--- config.mk ---
export PLATFORM = sky130hd
export DESIGN_NAME = sync_ser_tx
export DESIGN_NICKNAME = d
export VERILOG_FILES = /design/src/rtl/sst_pkg.sv /design/src/rtl/sst_clkdiv.sv /design/src/rtl/sst_holdbuf.sv /design/src/rtl/sst_shifter.sv /design/src/rtl/sync_ser_tx.sv
export SDC_FILE = /design/constraint.sdc
export NUM_CORES = 1
export LEC_CHECK = 0
export BUFFER_PORTS_ARGS = -buffer_cell sky130_fd_sc_hd__buf_2
export CORE_MARGIN = 1
export CORE_UTILIZATION = 32
export DETAILED_ROUTE_END_ITERATION = 10
export MAX_ROUTING_LAYER = met4
export PLACE_DENSITY = 0.58
export SYNTH_ARGS = -nofsm -noshare
export SYNTH_HDL_FRONTEND = slang
export SYNTH_SLANG_ARGS = --single-unit
--- constraint.sdc ---
create_clock -name clk -period 2.3 [get_ports clk]
set_input_delay 0.115 -clock clk [delete_from_list [all_inputs] [get_ports clk]]
set_output_delay 0.115 -clock clk [all_outputs]
set_load 0.01 [all_outputs]
--- src/rtl/sst_pkg.sv ---
// Shared constants and types for the serial transmitter.
// Assumes fixed 8-bit frames; all other sizes derive from here.
package sst_pkg;
    localparam int FRAME_BITS = 8;
    localparam int BIT_IDX_W  = $clog2(FRAME_BITS);
    typedef logic [FRAME_BITS-1:0] frame_t;
endpackage

--- src/rtl/sst_clkdiv.sv ---
// Half-period tick generator for the serial clock.
// Emits one tick every div_n+1 cycles while run is high.
// restart realigns the count to zero in the cycle a byte is loaded.
module sst_clkdiv #(
    parameter int DIV_W = 8
) (
    input  logic             clk,
    input  logic             rst_n,
    input  logic             run,
    input  logic             restart,
    input  logic [DIV_W-1:0] div_n,
    output logic             tick
);
    logic [DIV_W-1:0] cnt;

    assign tick = run && (cnt == div_n);

    // count system clocks within the current sclk phase
    always_ff @(posedge clk) begin
        if (!rst_n) begin
            cnt <= '0;
        end else if (!run || restart || tick) begin
            cnt <= '0;
        end else begin
            cnt <= cnt + 1'b1;
        end
    end

    AST_DIV_PARKED: assert property (@(posedge clk) disable iff (!rst_n)
        !run |=> (cnt == '0));
endmodule

--- src/rtl/sst_holdbuf.sv ---
// One-byte holding buffer with empty and overrun tracking.
// Decides when a waiting byte moves to the shifter (take).
// Assumes sh_done is a one-cycle end-of-frame strobe from the shifter.
module sst_holdbuf
    import sst_pkg::*;
(
    input  logic   clk,
    input  logic   rst_n,
    input  logic   wr_en,
    input  frame_t wr_data,
    input  logic   dbl_buf_en,
    input  logic   sh_busy,
    input  logic   sh_done,
    output logic   take,
    output frame_t hold_data,
    output logic   hold_full,
    output logic   overrun
);
    logic reject;

    assign take   = dbl_buf_en && hold_full && (!sh_busy || sh_done);
    assign reject = wr_en && (dbl_buf_en ? hold_full : sh_busy);

    // hold a written byte until the shifter takes it
    always_ff @(posedge clk) begin
        if (!rst_n) begin
            hold_full <= 1'b0;
            hold_data <= '0;
        end else if (take) begin
            hold_full <= 1'b0;
        end else if (wr_en && dbl_buf_en && !hold_full) begin
            hold_full <= 1'b1;
            hold_data <= wr_data;
        end
    end

    // latch any dropped write until reset
    always_ff @(posedge clk) begin
        if (!rst_n) begin
            overrun <= 1'b0;
        end else if (reject) begin
            overrun <= 1'b1;
        end
    end

    AST_HOLD_KEEPS: assert property (@(posedge clk) disable iff (!rst_n)
        hold_full && !take |=> hold_full);
    AST_OVR_STICKY: assert property (@(posedge clk) disable iff (!rst_n)
        overrun |=> overrun);
endmodule

--- src/rtl/sst_shifter.sv ---
// Shift register and serial line driver.
// On load it drops sclk and presents bit 0. On each tick it toggles
// sclk, advancing data at falling edges. After the eighth high phase
// it raises done and returns to idle unless a new load arrives.
module sst_shifter
    import sst_pkg::*;
(
    input  logic   clk,
    input  logic   rst_n,
    input  logic   load,
    input  frame_t load_data,
    input  logic   tick,
    output logic   busy,
    output logic   sclk,
    output logic   sdata,
    output logic   done
);
    localparam logic [BIT_IDX_W-1:0] LAST_BIT = BIT_IDX_W'(FRAME_BITS - 1);

    frame_t               shreg;
    logic [BIT_IDX_W-1:0] bit_idx;

    assign done = busy && tick && sclk && (bit_idx == LAST_BIT);

    // drive the serial clock and data, one bit per two ticks
    always_ff @(posedge clk) begin
        if (!rst_n) begin
            busy    <= 1'b0;
            sclk    <= 1'b1;
            sdata   <= 1'b1;
            shreg   <= '0;
            bit_idx <= '0;
        end else if (load) begin
            busy    <= 1'b1;
            sclk    <= 1'b0;
            sdata   <= load_data[0];
            shreg   <= load_data;
            bit_idx <= '0;
        end else if (done) begin
            busy  <= 1'b0;
            sclk  <= 1'b1;
            sdata <= 1'b1;
        end else if (busy && tick) begin
            if (!sclk) begin
                sclk <= 1'b1;
            end else begin
                sclk    <= 1'b0;
                sdata   <= shreg[1];
                shreg   <= shreg >> 1;
                bit_idx <= bit_idx + 1'b1;
            end
        end
    end

    AST_IDLE_LINE: assert property (@(posedge clk) disable iff (!rst_n)
        !busy |-> (sclk && sdata));
    AST_DATA_HELD: assert property (@(posedge clk) disable iff (!rst_n)
        busy && sclk |-> $stable(sdata));
endmodule

--- src/rtl/sync_ser_tx.sv ---
// Top of the clock-driving serial transmitter.
// Chooses between direct loading (single mode) and loading from the
// holding buffer (double mode), and forms the transmit interrupt.
// Assumes div_n and dbl_buf_en are changed only while idle.
module sync_ser_tx
    import sst_pkg::*;
#(
    parameter int DIV_W = 8
) (
    input  logic             clk,
    input  logic             rst_n,
    input  logic             wr_en,
    input  logic [7:0]       wr_data,
    input  logic             dbl_buf_en,
    input  logic [DIV_W-1:0] div_n,
    output logic             sclk,
    output logic             sdata,
    output logic             tx_irq,
    output logic             buf_empty,
    output logic             overrun
);
    logic   sh_busy, sh_done, tick, take, hold_full, load;
    frame_t hold_data, load_data;

    assign load      = take || (wr_en && !dbl_buf_en && !sh_busy);
    assign load_data = take ? hold_data : frame_t'(wr_data);
    assign buf_empty = !hold_full;

    sst_holdbuf u_hold (
        .clk        (clk),
        .rst_n      (rst_n),
        .wr_en      (wr_en),
        .wr_data    (frame_t'(wr_data)),
        .dbl_buf_en (dbl_buf_en),
        .sh_busy    (sh_busy),
        .sh_done    (sh_done),
        .take       (take),
        .hold_data  (hold_data),
        .hold_full  (hold_full),
        .overrun    (overrun)
    );

    sst_clkdiv #(.DIV_W(DIV_W)) u_div (
        .clk     (clk),
        .rst_n   (rst_n),
        .run     (sh_busy),
        .restart (load),
        .div_n   (div_n),
        .tick    (tick)
    );

    sst_shifter u_shift (
        .clk       (clk),
        .rst_n     (rst_n),
        .load      (load),
        .load_data (load_data),
        .tick      (tick),
        .busy      (sh_busy),
        .sclk      (sclk),
        .sdata     (sdata),
        .done      (sh_done)
    );

    // pulse on transfer (double mode) or end of frame (single mode)
    always_ff @(posedge clk) begin
        if (!rst_n) begin
            tx_irq <= 1'b0;
        end else begin
            tx_irq <= dbl_buf_en ? take : sh_done;
        end
    end

    AST_IRQ_PULSE: assert property (@(posedge clk) disable iff (!rst_n)
        tx_irq |=> !tx_irq);
    AST_TAKE_EMPTIES: assert property (@(posedge clk) disable iff (!rst_n)
        take |=> (buf_empty && !sclk));
endmodule

# [Word-level counts from Yosys, hierarchy flattened]
# Index checks and enable logic that the tools add are counted.
[classes] n_addsub=2 n_mux=17 n_reduce_logical=30 n_eq_ne=3 bitwise_logic=3
[ops] operator="$mux 8" n=5
[ops] operator="$mux 1" n=12
[ops] operator="$logic_and 1x1->1" n=11
[ops] operator="$add 8x1->8 const B" n=1
[ops] operator="$eq 8x8->1" n=1
[ops] operator="$reduce_and 3->1" n=2
[ops] operator="$reduce_bool 2->1" n=3
[ops] operator="$reduce_bool 3->1" n=2
[ops] operator="$reduce_or 2->1" n=3
[ops] operator="$logic_or 1x1->1" n=4
[ops] operator="$reduce_and 2->1" n=2
[ops] operator="$add 3x1->3 const B" n=1
[ops] operator="$eq 3x3->1 const B" n=1
[ops] operator="$logic_not 1->1" n=3
[ops] operator="$not 1->1" n=3
[ops] operator="$ne 2x1->1 const B" n=1
[word_totals] in_bits=20 wordCells=65 output_inout_bits=5 reg_bits=33

# [Longest topological paths before layout]
[logic_depth] word_depth=11 depth_mapped=8 mapped_depth_nobuf=7

# [Hierarchy]
# Synthesis repeated with hierarchy kept, for this count alone.
[hier_totals] cells_unflattened=170 area_unflattened_um2=1652.8
[modules_own_cells] mod="sst_shifter" area_per_inst_um2=569.3 n_inst=1 cells_each=61 seq_area_each_um2=260.2
[modules_own_cells] mod="sst_clkdiv" area_per_inst_um2=473.0 n_inst=1 cells_each=47 seq_area_each_um2=160.2
[modules_own_cells] mod="sst_holdbuf" area_per_inst_um2=426.7 n_inst=1 cells_each=47 seq_area_each_um2=200.2
[modules_own_cells] mod="sync_ser_tx" area_per_inst_um2=183.9 n_inst=1 cells_each=15 seq_area_each_um2=20.0

# [Worst setup path before layout]
# OpenSTA, ideal clock, no wires.
[synth_path] path_kind="register -> register" startpoint="register u_div.cnt[0]" endpoint="register u_shift.sdata" setup_slack_ns=0.196 t_required_ns=2.184 setup_ns=0.116 period_less_slack_ns=2.104 arrival_time_ns=1.987 path_stages_with_launch=7 n_path_buf=1 cell_sequence="dfxtp_1 xor2_1 or4_4 or4_1 buf_6 a211o_1 o211a_1"
[synth_via] elab_chain_cells=10 word_cells_on_any_way=14 classes_between="eq/ne (1); mux (3); reduce/logical (10)"
[synth_lines] element="start, declared" line="sst_clkdiv.sv:14" source="logic [DIV_W-1:0] cnt;"
[synth_lines] element="start signal, assigned" line="sst_clkdiv.sv:25" source="cnt <= cnt + 1'b1;"
[synth_lines] element="$eq 8x8->1 *" line="sst_clkdiv.sv:16" source="assign tick = run && (cnt == div_n);"
[synth_lines] element="$logic_and 1x1->1 *" line="sst_clkdiv.sv:16"
[synth_lines] element="$logic_and 1x1->1 *" line="sst_shifter.sv:23, sst_shifter.sv:43"
[synth_lines] element="$logic_and 1x1->1 (2 in a row)" line="sst_shifter.sv:23" source="assign done = busy && tick && sclk && (bit_idx == LAST_BIT);"
[synth_lines] element="$logic_or 1x1->1" line="sst_holdbuf.sv:21" source="assign take = dbl_buf_en && hold_full && (!sh_busy || sh_done);"
[synth_lines] element="$logic_and 1x1->1" line="sst_holdbuf.sv:21"
[synth_lines] element="$logic_or 1x1->1" line="sync_ser_tx.sv:25" source="assign load = take || (wr_en && !dbl_buf_en && !sh_busy);"
[synth_lines] element="$reduce_bool 3->1 (no source line)"
[synth_lines] element="$reduce_and 2->1 (no source line)"
[synth_lines] element="end signal, assigned" line="sst_shifter.sv:36" source="sdata <= load_data[0];"
[synth_lines] element="end signal, assigned" line="sst_shifter.sv:48" source="sdata <= shreg[1];"
[synth_lines] element="end, declared" line="sst_shifter.sv:15" source="output logic sdata,"
# Mark *: on every way between the ends. The rest lies on a longest branch, timed or not.
# A chain may end at the register's enable or synchronous reset.

# [Final worst setup path]
[layout_path] startpoint="register u_div.cnt[3]" endpoint="register u_shift.shreg[6]"
[layout_via] elab_chain_cells=10 word_cells_on_any_way=14 classes_between="eq/ne (2); mux (2); reduce/logical (10)"
[layout_lines] element="$eq 8x8->1 *" line="sst_clkdiv.sv:16"
[layout_lines] element="$logic_and 1x1->1 *" line="sst_clkdiv.sv:16"
[layout_lines] element="$logic_and 1x1->1 *" line="sst_shifter.sv:23, sst_shifter.sv:43"
[layout_lines] element="$logic_and 1x1->1 (2 in a row)" line="sst_shifter.sv:23"
[layout_lines] element="$logic_or 1x1->1" line="sst_holdbuf.sv:21"
[layout_lines] element="$logic_and 1x1->1" line="sst_holdbuf.sv:21"
[layout_lines] element="$logic_or 1x1->1" line="sync_ser_tx.sv:25"
[layout_lines] element="$ne 2x1->1 (no source line) / $reduce_bool 2->1 (equally long branches)"
[layout_lines] element="$reduce_and 3->1 (no source line)"
[layout_lines] element="end signal, assigned" line="sst_shifter.sv:37" source="shreg <= load_data;"
[layout_lines] element="end signal, assigned" line="sst_shifter.sv:49" source="shreg <= shreg >> 1;"
[layout_lines] element="end, declared" line="sst_shifter.sv:20" source="frame_t shreg;"
# Marked as above.

==> metrics <==
Die Y=73.73 um; Synth area leaders=dfxtp_1 (39%), mux2i_1 (8.5%), xor2_1 (5.3%); setup TNS=0 ps; Syn Nets=approximately 220; hpwl dp=2672 um; setup ws final=around 120 ps; max-cap viol count=0; root buf cell=clkbuf_8; 1st-pass router iterations=4; initial antenna violation count=0; yosys warns=0; Leak=0.8492 nW; CTS buffer count=5; clk_skew=approximately 4.6 ps; Clock Pin Slew Worst Setup and Hold Paths=60 ps; crit path DAT=about 2300 ps; worst-margin pin slew=601.8 ps; vias in the first global route=1312; achievable frequency=0.4589 GHz; reg2reg setup slack=120 ps; Final nets=~250; Crit. path cell count=6; Setup Slack @ Placement=138.7 ps; P&R area growth vs syn=17.71%; Synth cell types=39; Synth area leader=dfxtp_1; hold_buf cts=0; Main synth FF type=dfxtp_1; Die X=73.73 um; # fillers=515; depth of the most critical reg-to-reg path=6; H-Tree Level Count=2; EDFF count, synth=0; CTS tree=built; Buffers on Ports=24; Post-route DRC=0; post-cts resize count=0; slew margin rel.=59.77%; Post-Syn Area=0.001647 sq mm; die area=0.005436 sq mm; maximum fanout along the worst path=5; end of the worst register-to-register path=u_shift.shreg[6]; Total GRT Usage=15.73%; Worst EP required=about 2500 ps; clk sinks=32; CTS Buffer Depth=2; final instance area=0.001938 sq mm; Seq/Total Area, Yosys=between 30% and 40%; Skew-Pair Late Insertion Delay=280 ps; CP bufs+invs=1; crit-path cells=xor2_1 -> or4_4 -> or4_1 -> buf_4 -> mux2i_1 -> a31oi_1; Core Region=roughly 0.0048 sq mm; share of layout cells above drive strength 1=18.47%; total cell area at the placement stage=~0.0019 sq mm; DRT antenna net count=0; vias per cell=4.900; Critical Path End Type=flop; unrepaired setup endpoints after global routing=no; period utilization=a little over nine tenths; critical path type=flop to flop; P per Cell Area=583.2 mW/mm^2; top cell type's share of synthesized area=38.91%; FF+latch count, synth=32; FF-to-FF Start=u_div.cnt[3]; startpoint class of the critical path=flop; worst setup path start=u_div.cnt[3]; Final min period=roughly 2200 ps; status=finished, final reports clean; Slew Viols, Final=0; first-pass GRT wire length=between 6000 and 7000 um; GPL Wtd Cong=0.7520; Hold Path Class=input pin to flop; max incr delay on CP=between 500 and 600 ps; Final Hold Vio Count=0; # diodes=0; endpoints failing setup=0; WL per Instance=12.78 um; row cnt=25; most used standard cell by instance count after synthesis=dfxtp_1; worst setup path endpoint=u_shift.shreg[6]; largest net degree at the start of global routing=14; footprint of the multi-input gates=938.4 sq um; Top Ports=25; Starting DRT DRC Count=between 60 and 70; register area=640.6 sq um; peak supply drop=0.2518 mV; Mapped Cells=194; Setup Buffers After CTS=0; CP top delay family=simple AND/OR/NAND/NOR gates; Post-Syn Area per Cell=8.488 sq um; DRT Wirelength=3694 um; Overflow after GRT=0; Post-synth top cells=dfxtp_1 (32), nor2_1 (22), nand3_1 (17), mux2i_1 (14), nand2_1 (14); Initial Utilization=33.96%; FFs w/ async S/R, synth=0%; CP max-delay cell=or4_1; vias=1416
## kinds of logic (layout without fill, tap and decap cells)
family	after synthesis	in the layout	synth area share, %
xor+xnor	14	14	7.446
buf+inv	16	44	4.103
simple gates	74	74	22.80
mux	14	14	8.510
fa+ha+maj	3	3	2.280
flops	32	32	38.91
compound gates	41	41	15.96
## metal layers
metal | vias up | track usage [%] | part of all wire, %
li1 | 745 | - | -
met1 | 645 | 20.62 | 50
met2 | 24 | 22.32 | 46
met3 | 2 | 4.801 | 3.9
met4 | 0 | 6.410 | 0.92
met5 | - | - | 0
## through the flow
stage / std cells / hold WS (ps) / util (%) / power (mW)
floorplan: 194 / 255.7 / - / 0.7044
global placement: 284 / 367.1 / 38.55 / 0.7641
detailed placement: 284 / 369.4 / 38.55 / 0.7638
CTS: 289 / 74.65 / 39.97 / 1.147
global route: 289 / 79.54 / 39.97 / 1.190
finish: 289 / 80.40 / 39.97 / 1.130
## worst min-delay path, delay by kind of cell
kind | cells | cell delay (ps)
buffers and inverters | 1 | 80
multiplexers | 1 | 50
AND/OR/NAND/NOR | 1 | 70
## power by group
part	internal (mW)	leakage, nW	switching (mW)	total, mW
Sequential	0.580	0.261	0.0156	0.596
Combinational	0.0680	0.552	0.0881	0.156
Clock	0.194	0.0359	0.184	0.378
## sequential cells by signal, summed over array words and instances (netlist names), 3 cells and up
| name | cells |
|---|---|
| u_div.cnt | 8 |
| u_hold.hold_data | 8 |
| u_shift.shreg | 7 |
| u_shift.bit_idx | 3 |
## worst min-delay path by stage
stage                from             endpoint  slack [ps]  cells past startpoint
2_1_floorplan       wr_en       u_hold.overrun         260                      2
3_3_place_gp   wr_data[7]  u_hold.hold_data[7]         370                      3
3_5_place_dp   wr_data[0]  u_hold.hold_data[0]         370                      3
4_1_cts        wr_data[0]  u_hold.hold_data[0]          70                      3
5_1_grt        wr_data[3]  u_hold.hold_data[3]          80                      3
6_report       wr_data[0]  u_hold.hold_data[0]          80                      3
## cells in the final DEF (no fill, tap or decap), drive strengths merged
master / instances
nor4: 1
o22ai: 1
and4: 1
clkbuf: 5
dfxtp: 32
and3: 2
inv: 7
and2: 6
a211o: 1
mux2i: 14
nor2: 22
xnor2: 4
nor2b: 1
o211a: 1
and4b: 1
nand4b: 1
a221oi: 1
o21ai: 11
nand2: 14
nor3b: 1
or4: 2
nand3: 17
a2bb2oi: 1
a31oi: 7
nand2b: 1
buf: 32
or3: 1
a21bo: 1
a22o: 3
nand3b: 1
a21oi: 8
xor2: 10
or2: 1
nand4: 1
o31ai: 6
ha: 3
## cell type report
cell class,instances,share of cell area [%]
inverters,7,1.356
clock buffers,5,3.551
repair buffers,32,9.296
well taps,67,4.325
flip-flops and latches,32,33.05
multi-input cells,146,48.42
(Power assumes the default switching activity.)
